File: src/rtl/lwc_pkg.sv
package lwc_pkg;
  localparam int unsigned WORD_W  = 16;
  localparam int unsigned NSTAGE  = 4;
  localparam int unsigned NROUND  = 4;
  localparam int unsigned SUBK_W  = WORD_W * NROUND;
  localparam int unsigned KEY_W   = SUBK_W * NSTAGE;
  localparam int unsigned NIB     = WORD_W / 4;
  localparam int unsigned SHIFT_A = 6;
  localparam int unsigned SHIFT_B = 10;

  typedef logic [WORD_W-1:0] word_t;
  typedef enum logic [1:0] {ST_IDLE, ST_INIT, ST_WORD} seq_st_t;

  localparam logic [63:0] SBOX_TBL [NIB] = '{
    64'h865F1CA9EB2470D3,
    64'h07E15B823AD6FC49,
    64'h2EF5C19AB468073D,
    64'h0734C1AFDE6B2895
  };

  function automatic logic [3:0] sbox_map(input int unsigned t, input logic [3:0] v);
    int unsigned sh;
    sh = 60 - 4 * int'(v);
    return 4'(SBOX_TBL[t] >> sh);
  endfunction

  function automatic logic [3:0] sbox_unmap(input int unsigned t, input logic [3:0] v);
    logic [3:0] r;
    r = '0;
    for (int j = 0; j < 16; j++) begin
      if (sbox_map(t, 4'(j)) == v) r = 4'(j);
    end
    return r;
  endfunction

  function automatic word_t sub_fwd(input word_t x);
    word_t y;
    for (int n = 0; n < NIB; n++) y[WORD_W-1-4*n -: 4] = sbox_map(n, x[WORD_W-1-4*n -: 4]);
    return y;
  endfunction

  function automatic word_t sub_inv(input word_t x);
    word_t y;
    for (int n = 0; n < NIB; n++) y[WORD_W-1-4*n -: 4] = sbox_unmap(n, x[WORD_W-1-4*n -: 4]);
    return y;
  endfunction

  function automatic word_t lin_fwd(input word_t x);
    return x ^ (x << SHIFT_A) ^ (x << SHIFT_B);
  endfunction

  // Lower-triangular map: recover bits from LSB upward.
  function automatic word_t lin_inv(input word_t x);
    word_t y;
    y = '0;
    for (int i = 0; i < WORD_W; i++) begin
      logic b;
      b = x[i];
      if (i >= SHIFT_A) b = b ^ y[i-SHIFT_A];
      if (i >= SHIFT_B) b = b ^ y[i-SHIFT_B];
      y[i] = b;
    end
    return y;
  endfunction
endpackage

File: src/rtl/lwc_rst_sync.sv
module lwc_rst_sync (
  input  logic clk,
  input  logic rst_n,
  output logic srst_n
);
  logic [1:0] sync_q;

  always_ff @(posedge clk or negedge rst_n) begin
    if (!rst_n) sync_q <= 2'b00;
    else        sync_q <= {sync_q[0], 1'b1};
  end

  assign srst_n = sync_q[1];
endmodule

File: src/rtl/lwc_perm.sv
module lwc_perm
  import lwc_pkg::*;
#(
  parameter bit INVERSE = 1'b0
) (
  input  logic [SUBK_W-1:0] subkey,
  input  word_t             din,
  output word_t             dout
);
  word_t rk [NROUND];

  for (genvar r = 0; r < NROUND; r++) begin : g_rk
    assign rk[r] = subkey[WORD_W*r +: WORD_W];
  end

  if (INVERSE) begin : g_inv
    always_comb begin
      word_t x;
      x = din ^ rk[1] ^ rk[3];
      x = sub_inv(x) ^ rk[0] ^ rk[2];
      for (int r = NROUND-1; r >= 0; r--) x = sub_inv(lin_inv(x)) ^ rk[r];
      dout = x;
    end
  end else begin : g_fwd
    always_comb begin
      word_t x;
      x = din;
      for (int r = 0; r < NROUND; r++) x = lin_fwd(sub_fwd(x ^ rk[r]));
      dout = sub_fwd(x ^ rk[0] ^ rk[2]) ^ rk[1] ^ rk[3];
    end
  end
endmodule

File: src/rtl/lwc_lfsr.sv
module lwc_lfsr
  import lwc_pkg::*;
(
  input  logic  clk,
  input  logic  srst_n,
  input  logic  seed_ld,
  input  word_t seed,
  input  logic  step,
  output word_t value
);
  word_t q, d;

  always_comb begin
    d = q;
    if (seed_ld)   d = seed;
    else if (step) d = {q[14:0], q[15] ^ q[14] ^ q[11] ^ q[9] ^ q[6] ^ q[2]};
  end

  always_ff @(posedge clk or negedge srst_n) begin
    if (!srst_n)              q <= '0;
    else if (seed_ld || step) q <= d;
  end

  assign value = q;
endmodule

File: src/rtl/lwc_cascade.sv
module lwc_cascade
  import lwc_pkg::*;
(
  input  logic         clk,
  input  logic         rst_n,
  input  logic [255:0] key,
  input  logic         nonce_ld,
  input  logic [63:0]  nonce,
  input  logic         start,
  input  logic         decrypt,
  input  logic [15:0]  din,
  output logic [15:0]  dout,
  output logic         done
);
  localparam int unsigned SW = $clog2(NSTAGE);
  localparam logic [SW-1:0] LAST = SW'(NSTAGE - 1);
  localparam word_t SEED_FORCE = word_t'(1) << 12;

  logic srst_n;
  seq_st_t st_q, st_d;
  logic [SW-1:0] stage_q, stage_d, run_q, run_d, fidx, iidx, vidx;
  logic dec_q, dec_d, inited_q, inited_d, done_q, done_d;
  word_t x_q, x_d, dout_q, dout_d;
  word_t rs_q [NSTAGE];
  word_t rs_d [NSTAGE];
  word_t v_q [NSTAGE-1];
  word_t v_d [NSTAGE-1];
  word_t fwd_in, fwd_out, inv_out, inv_res, stage_res, lfsr_val;
  word_t u1, u2, u3, u4;
  logic lfsr_ld, lfsr_step, last;

  lwc_rst_sync u_rst (.clk(clk), .rst_n(rst_n), .srst_n(srst_n));

  assign fidx    = stage_q;
  assign iidx    = LAST - stage_q;
  assign vidx    = dec_q ? (SW'(NSTAGE - 2) - stage_q) : stage_q;
  assign last    = (stage_q == LAST);
  assign fwd_in  = x_q + rs_q[fidx];
  assign inv_res = inv_out - rs_q[iidx];

  lwc_perm #(.INVERSE(1'b0)) u_fwd (
    .subkey(key[SUBK_W*fidx +: SUBK_W]), .din(fwd_in), .dout(fwd_out));

  lwc_perm #(.INVERSE(1'b1)) u_inv (
    .subkey(key[SUBK_W*iidx +: SUBK_W]), .din(x_q), .dout(inv_out));

  lwc_lfsr u_lfsr (
    .clk(clk), .srst_n(srst_n), .seed_ld(lfsr_ld), .seed(stage_res | SEED_FORCE),
    .step(lfsr_step), .value(lfsr_val));

  assign stage_res = (st_q == ST_WORD && dec_q) ? inv_res : fwd_out;

  // Chaining update candidates (V12 = v_q[0], V23 = v_q[1], V34 = v_q[2]).
  always_comb begin
    u1 = rs_q[0] + v_q[2];
    if (st_q == ST_INIT) begin
      u3 = rs_q[2] + v_q[1];
      u4 = rs_q[3] + v_q[0];
      u2 = rs_q[1] + stage_res;
    end else begin
      u3 = rs_q[2] + v_q[1] + lfsr_val;
      u4 = rs_q[3] + v_q[0] + u1;
      u2 = rs_q[1] + v_q[0] + u4;
    end
  end

  always_comb begin
    st_d      = st_q;
    stage_d   = stage_q;
    run_d     = run_q;
    dec_d     = dec_q;
    inited_d  = inited_q;
    x_d       = x_q;
    rs_d      = rs_q;
    v_d       = v_q;
    dout_d    = dout_q;
    done_d    = 1'b0;
    lfsr_ld   = 1'b0;
    lfsr_step = 1'b0;
    unique case (st_q)
      ST_IDLE: begin
        if (nonce_ld) begin
          for (int k = 0; k < NSTAGE; k++) rs_d[k] = nonce[WORD_W*k +: WORD_W];
          x_d      = nonce[WORD_W*2 +: WORD_W];
          stage_d  = '0;
          run_d    = '0;
          inited_d = 1'b0;
          st_d     = ST_INIT;
        end else if (start && inited_q) begin
          x_d     = din;
          dec_d   = decrypt;
          stage_d = '0;
          st_d    = ST_WORD;
        end
      end
      ST_INIT: begin
        x_d     = stage_res;
        stage_d = stage_q + 1'b1;
        if (!last) begin
          v_d[stage_q] = stage_res;
        end else begin
          rs_d[0] = u1;
          rs_d[1] = u2;
          rs_d[2] = u3;
          rs_d[3] = u4;
          x_d     = u3;
          run_d   = run_q + 1'b1;
          if (run_q == LAST) begin
            st_d     = ST_IDLE;
            inited_d = 1'b1;
            lfsr_ld  = 1'b1;
            done_d   = 1'b1;
          end
        end
      end
      ST_WORD: begin
        x_d     = stage_res;
        stage_d = stage_q + 1'b1;
        if (!last) begin
          v_d[vidx] = stage_res;
        end else begin
          rs_d[0]   = u1;
          rs_d[1]   = u2;
          rs_d[2]   = u3;
          rs_d[3]   = u4;
          dout_d    = stage_res;
          done_d    = 1'b1;
          lfsr_step = 1'b1;
          st_d      = ST_IDLE;
        end
      end
      default: st_d = ST_IDLE;
    endcase
  end

  always_ff @(posedge clk or negedge srst_n) begin
    if (!srst_n) begin
      st_q     <= ST_IDLE;
      stage_q  <= '0;
      run_q    <= '0;
      dec_q    <= 1'b0;
      inited_q <= 1'b0;
      x_q      <= '0;
      dout_q   <= '0;
      done_q   <= 1'b0;
      for (int k = 0; k < NSTAGE; k++) rs_q[k] <= '0;
      for (int k = 0; k < NSTAGE-1; k++) v_q[k] <= '0;
    end else begin
      st_q     <= st_d;
      stage_q  <= stage_d;
      run_q    <= run_d;
      dec_q    <= dec_d;
      inited_q <= inited_d;
      x_q      <= x_d;
      dout_q   <= dout_d;
      done_q   <= done_d;
      rs_q     <= rs_d;
      v_q      <= v_d;
    end
  end

  assign dout = dout_q;
  assign done = done_q;
endmodule

File: config.mk
export PLATFORM = sky130hd
export DESIGN_NAME = lwc_cascade
export DESIGN_NICKNAME = d
export VERILOG_FILES = /design/src/rtl/lwc_pkg.sv /design/src/rtl/lwc_rst_sync.sv /design/src/rtl/lwc_perm.sv /design/src/rtl/lwc_lfsr.sv /design/src/rtl/lwc_cascade.sv
export SDC_FILE = /design/constraint.sdc
export NUM_CORES = 2
export LEC_CHECK = 0
export BUFFER_PORTS_ARGS = -buffer_cell sky130_fd_sc_hd__buf_2
export CAP_MARGIN = 10
export CORE_ASPECT_RATIO = 1.1
export CORE_UTILIZATION = 29
export DETAILED_ROUTE_END_ITERATION = 8
export SLEW_MARGIN = 10
export SYNTH_ARGS = -nofsm -noshare
export SYNTH_HDL_FRONTEND = slang
export SYNTH_HIERARCHICAL = 1
export SYNTH_SLANG_ARGS = --single-unit
File: constraint.sdc
create_clock -name clk -period 5.79 [get_ports clk]
set_clock_uncertainty 0.05 [all_clocks]
set_input_delay 0 -clock clk [delete_from_list [all_inputs] [get_ports clk]]
set_output_delay 0 -clock clk [all_outputs]
set_load 0.02 [all_outputs]
After elaboration in Yosys (flattened, before gate mapping)
Cells that the tools add are included.

word-level totals
  memory bits (read-only) = 0
  bits in latches = 0
  RAM bits = 0
  memories kept = 0
  register bits = 171

cells by class
  order comparisons = 5
  reductions and logical operators = 32
  equality and inequality tests = 302
  add/sub/neg operators = 34
  bitwise gates (word level) = 97
  divide/modulo/power cells = 0
  multiply operators = 0
  muxes and demuxes = 351
  shift-type cells = 22

operators by type and width
  kind                                                                  count
  4-bit 2-to-1 mux                                                      160
  4-bit equality test, first input constant                             155
  59-bit by 32-bit right shift with 4-bit output, first input constant  10
  256-bit by 9-bit variable part select with 64-bit output              2
  16-bit bitwise XOR                                                    24
  3-bit by 4-bit equality test with 1-bit output, first input constant  80
  64-bit by 32-bit right shift with 4-bit output, first input constant  5
  62-bit by 32-bit right shift with 4-bit output, first input constant  5
  16-bit 2-to-1 mux                                                     15
  3-bit 2-to-1 mux                                                      80
  16-bit adder                                                          9
  2-bit by 4-bit equality test with 1-bit output, first input constant  35
  6-bit by 6-bit subtractor with 7-bit output, first input constant     20
  64-bit 2-to-1 mux                                                     2
  64-bit case mux with 2 select lines                                   1
  2-bit 2-to-1 mux                                                      50
  48-bit bitwise mux                                                    2
  48-bit 2-to-1 mux                                                     2
  48-bit case mux with 2 select lines                                   1
  1-bit by 4-bit equality test with 1-bit output, first input constant  20
  1-bit bitwise XOR                                                     69
  16-bit binary-select mux with 2-bit select                            2
  16-bit demux with 2-bit select                                        2
  16-bit case mux with 3 select lines                                   1
  other kinds (26)                                                      91

Logic depth before layout (Yosys ltp)
  word-level depth = 108
  mapped depth = 55
  depth with buffers taken out = 52

Hierarchy
Netlist, hierarchy kept.

by module, submodules not included
  module            times used  cells each  sequential area each (um^2)  area each (um^2)
  lwc_cascade       1           1787        3828.7                       17182.7
  lwc_perm (u_fwd)  1           641         0.0                          5793.1
  lwc_perm (u_inv)  1           634         0.0                          5541.6
  lwc_lfsr          1           73          400.4                        783.3
  lwc_rst_sync      1           3           50.0                         53.8

Least setup slack after synthesis
No wires, ideal clock.

  kind = register to register
  start = reg stage_q[0], in the netlist fidx[0]
  end = reg rs_q[47] in the netlist's numbering
  library setup time = 80 ps
  stages on the path, launching flop included = 51
  arrival time = 11382 ps
  path slack = -5722 ps
  period minus slack after synthesis = 11512 ps
  cells stage by stage = dfrtp_1 -> clkbuf_1 -> buf_1 -> mux4_2 -> ha_1 -> a21o_1 -> a21oi_1 -> o21ai_1 -> a21oi_1 -> o21ai_1 -> a21oi_1 -> nand2b_1 -> a21boi_1 -> o41ai_1 -> xnor2_1 -> xnor2_2 -> mux2_2 -> mux2_2 -> [... 15 more ...] -> ha_1 -> nor2_1 -> a211oi_1 -> a21oi_1 -> xnor2_1 -> a21oi_1 -> inv_1 -> ha_1 -> nand3_1 -> nand2_1 -> a41oi_1 -> a211oi_1 -> a31oi_1 -> o21ba_2 -> o21bai_1 -> xnor3_1 -> a32oi_1 -> nor3b_2

on the way
  elaborated cells between the ends (all ways) = 749
  classes of those cells = add/sub: 24; eq/ne: 292; shift: 22; mux: 310; bitwise: 90; reduce/logical: 11

RTL lines
  what                                                    RTL line                               text
  start: declaration                                      lwc_cascade.sv:21                      logic [SW-1:0] stage_q, stage_d, run_q, run_d, fidx, iidx, vidx;
  start signal: assignment                                lwc_cascade.sv:150                     stage_q <= stage_d;
  2-bit inverter with 3-bit output (implied by the code)  lwc_cascade.sv:38                      assign fwd_in = x_q + rs_q[fidx];
  16-bit binary-select mux with 2-bit select              lwc_cascade.sv:38
  16-bit 2-to-1 mux (implied by the code) (2 in a row)    lwc_cascade.sv:38
  16-bit adder                                            lwc_cascade.sv:38
  named net fwd_in[11]                                    lwc_cascade.sv:28                      word_t fwd_in, fwd_out, inv_out, inv_res, stage_res, lfsr_val;
  16-bit bitwise XOR                                      lwc_perm.sv:28                         for (int r = 0; r < NROUND; r++) x = lin_fwd(sub_fwd(x ^ rk[r]));
  6-bit by 6-bit subtractor with 7-bit output             lwc_pkg.sv:23                          sh = 60 - 4 * int'(v);
  59-bit by 32-bit right shift with 4-bit output          lwc_pkg.sv:24                          return 4'(SBOX_TBL[t] >> sh);
  [... 21 more ...]                                       --
  16-bit bitwise XOR (2 in a row)                         lwc_perm.sv:29                         dout = sub_fwd(x ^ rk[0] ^ rk[2]) ^ rk[1] ^ rk[3];
  named net fwd_out[8]                                    lwc_cascade.sv:28
  16-bit 2-to-1 mux                                       lwc_cascade.sv:51                      assign stage_res = (st_q == ST_WORD && dec_q) ? inv_res : fwd_out;
  named net stage_res[8]                                  lwc_cascade.sv:28
  16-bit adder                                            lwc_cascade.sv:59                      u2 = rs_q[1] + stage_res;
  16-bit 2-to-1 mux                                       lwc_cascade.sv:56                      if (st_q == ST_INIT) begin
  64-bit 2-to-1 mux                                       lwc_cascade.sv:99, lwc_cascade.sv:119
  64-bit case mux with 2 select lines                     lwc_cascade.sv:80                      unique case (st_q)
  end signal: assignment                                  lwc_cascade.sv:157                     rs_q <= rs_d;
  end: declaration                                        lwc_cascade.sv:24                      word_t rs_q [NSTAGE];

The timed path passes the listed nets, and every way through them passes these cells. The select of a mux whose other input is x is not followed.
A chain may end at the register's enable or synchronous reset.

Final worst setup path
  start = reg stage_q[0], in the netlist fidx[0]
  end = reg rs_q[47] in the netlist's numbering

on the way
  elaborated cells between the ends (all ways) = 749
  classes of those cells = add/sub: 24; eq/ne: 292; shift: 22; mux: 310; bitwise: 90; reduce/logical: 11

RTL lines
  what                                                      RTL line
  2-bit inverter with 3-bit output (implied by the code) *  lwc_cascade.sv:38
  16-bit binary-select mux with 2-bit select *              lwc_cascade.sv:38
  16-bit 2-to-1 mux (implied by the code) * (2 in a row)    lwc_cascade.sv:38
  16-bit adder *                                            lwc_cascade.sv:38
  named net fwd_in[5]                                       lwc_cascade.sv:28
  16-bit bitwise XOR *                                      lwc_perm.sv:28
  6-bit by 6-bit subtractor with 7-bit output *             lwc_pkg.sv:23
  62-bit by 32-bit right shift with 4-bit output *          lwc_pkg.sv:24
  [... 21 more ...]                                         --
  16-bit bitwise XOR * (2 in a row)                         lwc_perm.sv:29
  named net fwd_out[8]                                      lwc_cascade.sv:28
  16-bit 2-to-1 mux *                                       lwc_cascade.sv:51
  named net stage_res[8]                                    lwc_cascade.sv:28
  16-bit adder *                                            lwc_cascade.sv:59
  16-bit 2-to-1 mux *                                       lwc_cascade.sv:56
  64-bit 2-to-1 mux *                                       lwc_cascade.sv:99, lwc_cascade.sv:119
  64-bit case mux with 2 select lines *                     lwc_cascade.sv:80

The timed path passes the listed nets; every way through them passes the cells marked *. The select of a mux whose other input is x is not followed.

==> results.yml <==
flow_run:
  max_cap_violations: 0
sta:
  timing.hold.ws_ps: -4.40
  setup_viol: 111
  rsz0062_at_grt: "true"
  drv_slew: 0
  hold_viol: 2
  slew_headroom_pct: 14.7
  max_freq_ghz: 0.0986
  period_share_pct: 175
  tightest_slew_ps: 1280
  min_period_ps: 10140
  setup_slack_ps: -4350
clock_network:
  cts.sinks: 171
  root_buffer: "clkbuf_16"
  cts_buffer_depth: 2
  numCtsBuffers: 17
  clk_pin_slew_ps: 80
  tritoncts: "built"
  worst_skew_pair.late_latency_ps: 470
  h-tree-depth: 4
place:
  port-buffer-count: 357
  placed_cells: 5490
  dp_hpwl_um: 107000
  gp_congestion: 0.979
  dpl-instance-area_sq_mm: 0.0395
critical_path:
  worst_r2r_path_depth: 50
  worst_setup_path_end_kind: "flop"
  cpMaxStageDelayCell: "mux4_2"
  reg2reg_setup_slack_ps: -4350
  crit_required_ps: 6130
  path_class: "flop to flop"
  crit_arrival_ps: 10480
  start_kind: "flop"
  crit_fanout: 5
  max_stage_delay_ps: 610
cells_and_area:
  num-fill-cells: 9437
  design_area_sq_mm: 0.0454
  drive_above_1_share_pct: 50.3
  syn_to_final_growth_pct: 54.6
  final_cells: 5765
  fin_nets: 5028
floorplan:
  fp.dieH_um: 336
  die_x_um: 305
  ioPinCount: 358
  start_util_pct: 29.2
  coreArea_sq_mm: 0.100
  die_area_sq_mm: 0.103
  floorplan.rows: 122
global_route:
  grt.overflow.total: 0
  grt_pass1_wl_um: 191000
  grt_max_degree: 120
  grt_pass1_vias: 30000
  antenna_found_initial: 10
  grt_use_total_pct: 25.0
yosys:
  synth_nets: 3721
  synth_area_sq_mm: 0.0294
  synth.yosys.seq_area_share_pct: 14.6
  synthCells: 3138
  synth_edf_count: 0
  synth_ff_type: "dfrtp_1"
  yosys_register_bits: 171
  syn_area_per_cell_sq_um: 9.35
  yosysWarningCount: 6
  synthArstFlopShare_pct: 100
  synth.distinct_cells: 117
min_path:
  hp-class: "input pin to flop"
  whs_path_depth: 3
routing:
  first_pass_iters: 7
  routed_wl_um: 133000
  drtIter0Drc: 2656
  drc: 0
  vias: 30900
  ant_nets: 0
  routed_via_density: 5.36
  wire_per_inst_um: 23.1
status:
  status: "finished with violations"
  violations: "hold timing, setup timing"
-- routing by layer --
| metal | track usage (%) | routed length, um |
|---|---|---|
| met1 | 29.9 | 52200 |
| met2 | 43.3 | 64000 |
| met3 | 4.06 | 9160 |
| met4 | 12.4 | 8120 |
| met5 | 0 | 29 |
-- layout by cell type, fill, tap and decap left out, types with 21 or more instances in the layout --
cell type      count
nor2_1           157
dfrtp_1          168
a21o_1            39
xnor3_2           22
xnor2_2           95
inv_2             46
buf_2            357
nor3_1            42
dlygate4sd3_1     63
buf_12            26
xor2_2            24
mux4_2           177
xnor2_1          242
a21oi_2           53
o211ai_1          50
a211oi_2          27
fa_1              21
mux2i_1           94
xnor2_4           44
nand2_1          256
a211oi_1          34
buf_6             65
o21ai_2           33
xor2_1            88
o21ai_1          100
buf_4            892
o21ai_0          107
and3_1            28
ha_1             160
ha_4              41
nand3_1           37
inv_1            117
a21oi_1          126
-- worst max-delay path, delay by kind of cell, from the launching register on --
kind	cells	cell delay [ps]
mux	6	2320
compound gates	14	2140
xor+xnor	9	1960
fa+ha+maj	6	1600
buf+inv	10	1010
flops	1	490
simple gates	5	420
-- final cells by class --
type                    count  area (sq um)  area share, %
clock buffers              17           425          0.938
multi-input cells        2672         27500           60.7
well taps                1302          1630           3.59
diodes                      5          12.5         0.0276
repair buffers           1415         10600           23.4
flip-flops and latches    171          4290           9.46
clock inverters            15           228          0.502
inverters                 168           636           1.40
-- cell families (layout without fill, tap and decap cells) --
logic type / Yosys count / in the layout / share of synthesized area, %
AO/OA/AOI/OAI: 806 / 806 / 18.2
adder cells (fa/ha/maj): 251 / 251 / 11.3
buffers and inverters: 297 / 1615 / 3.95
XOR/XNOR: 566 / 568 / 21.6
AND/OR/NAND/NOR: 720 / 720 / 11.3
multiplexers: 325 / 325 / 19.0
other: 2 / 7 / 0.0256
flip-flops: 171 / 171 / 14.6
-- through the flow --
stage / worst slack, ps / util [%] / setup TNS [ps]
finish: -4350 / 45.2 / -318950
CTS: -4090 / 43.8 / -295710
global route: -4650 / 45.2 / -349320
detailed placement: -4560 / 39.4 / -335880
floorplan: -4250 / - / -281250
global placement: -4440 / 39.4 / -327260
-- sequential cells by signal, summed over array words and instances (netlist names) --
name,count
dec_q,1
inited_q,1
u_lfsr/value,16
u_rst/sync_q,2
rs_q,64
done,1
dout,16
run_q,2
fidx,2
v_q,48
x_q,16
st_q,2
-- synthesized netlist by cell type (9+ instances only) --
master	n	share of area, %
fa_1	24	1.6
or3_1	14	0.30
buf_1	30	0.38
o31ai_1	13	0.33
a211oi_1	56	1.4
buf_2	10	0.17
a31oi_1	14	0.30
nand2_1	271	3.5
a21o_1	39	1.0
o22ai_1	9	0.19
and3_1	31	0.66
xor2_1	116	3.5
nor2b_1	23	0.49
o21ai_0	195	3.3
inv_1	160	2.0
xnor2_4	11	1.0
o211ai_1	50	1.3
mux2i_1	114	3.9
xnor3_1	33	2.5
nand2b_1	21	0.45
o21bai_1	20	0.51
a211o_1	13	0.39
a211oi_2	11	0.47
xor2_2	14	0.78
xnor2_1	332	9.9
dfrtp_1	171	15
clkbuf_1	81	1.0
xor3_1	13	1.1
o21ai_1	48	0.82
o221ai_1	10	0.30
ha_1	218	9.3
nand3_1	43	0.73
a22oi_1	10	0.26
mux2_2	25	0.96
a221oi_1	13	0.39
and2_1	16	0.34
mux4_2	176	14
o21a_1	20	0.51
xnor2_2	38	2.1
nor3_1	58	0.99
or2_2	10	0.21
nor2_1	179	2.3
a21oi_1	176	3.0
-- final timing paths --
| check | end | start |
|---|---|---|
| min reg2reg | u_rst/sync_q[1] | u_rst/sync_q[0] |
| max in group asynchronous | fidx[1] | u_rst/sync_q[1] |
| max reg2reg | rs_q[47] | fidx[0] |
| max | rs_q[47] | fidx[0] |
| min in group asynchronous | u_rst/sync_q[1] | rst_n |
| min | x_q[2] | nonce[34] |
-- timing repair --
item                                   4_1_cts  5_1_grt
gates resized for setup                    432      203
hold buffers                                63        0
endpoints found under the hold margin       62        0
gates cloned                                 4        1
setup endpoints to repair                  111      111
pin swaps                                  191       96
buffers inserted                           129       59
Power is left out: the tool's default activity adds up to more than one toggle a clock period on the data nets, which glitch-free logic cannot reach.
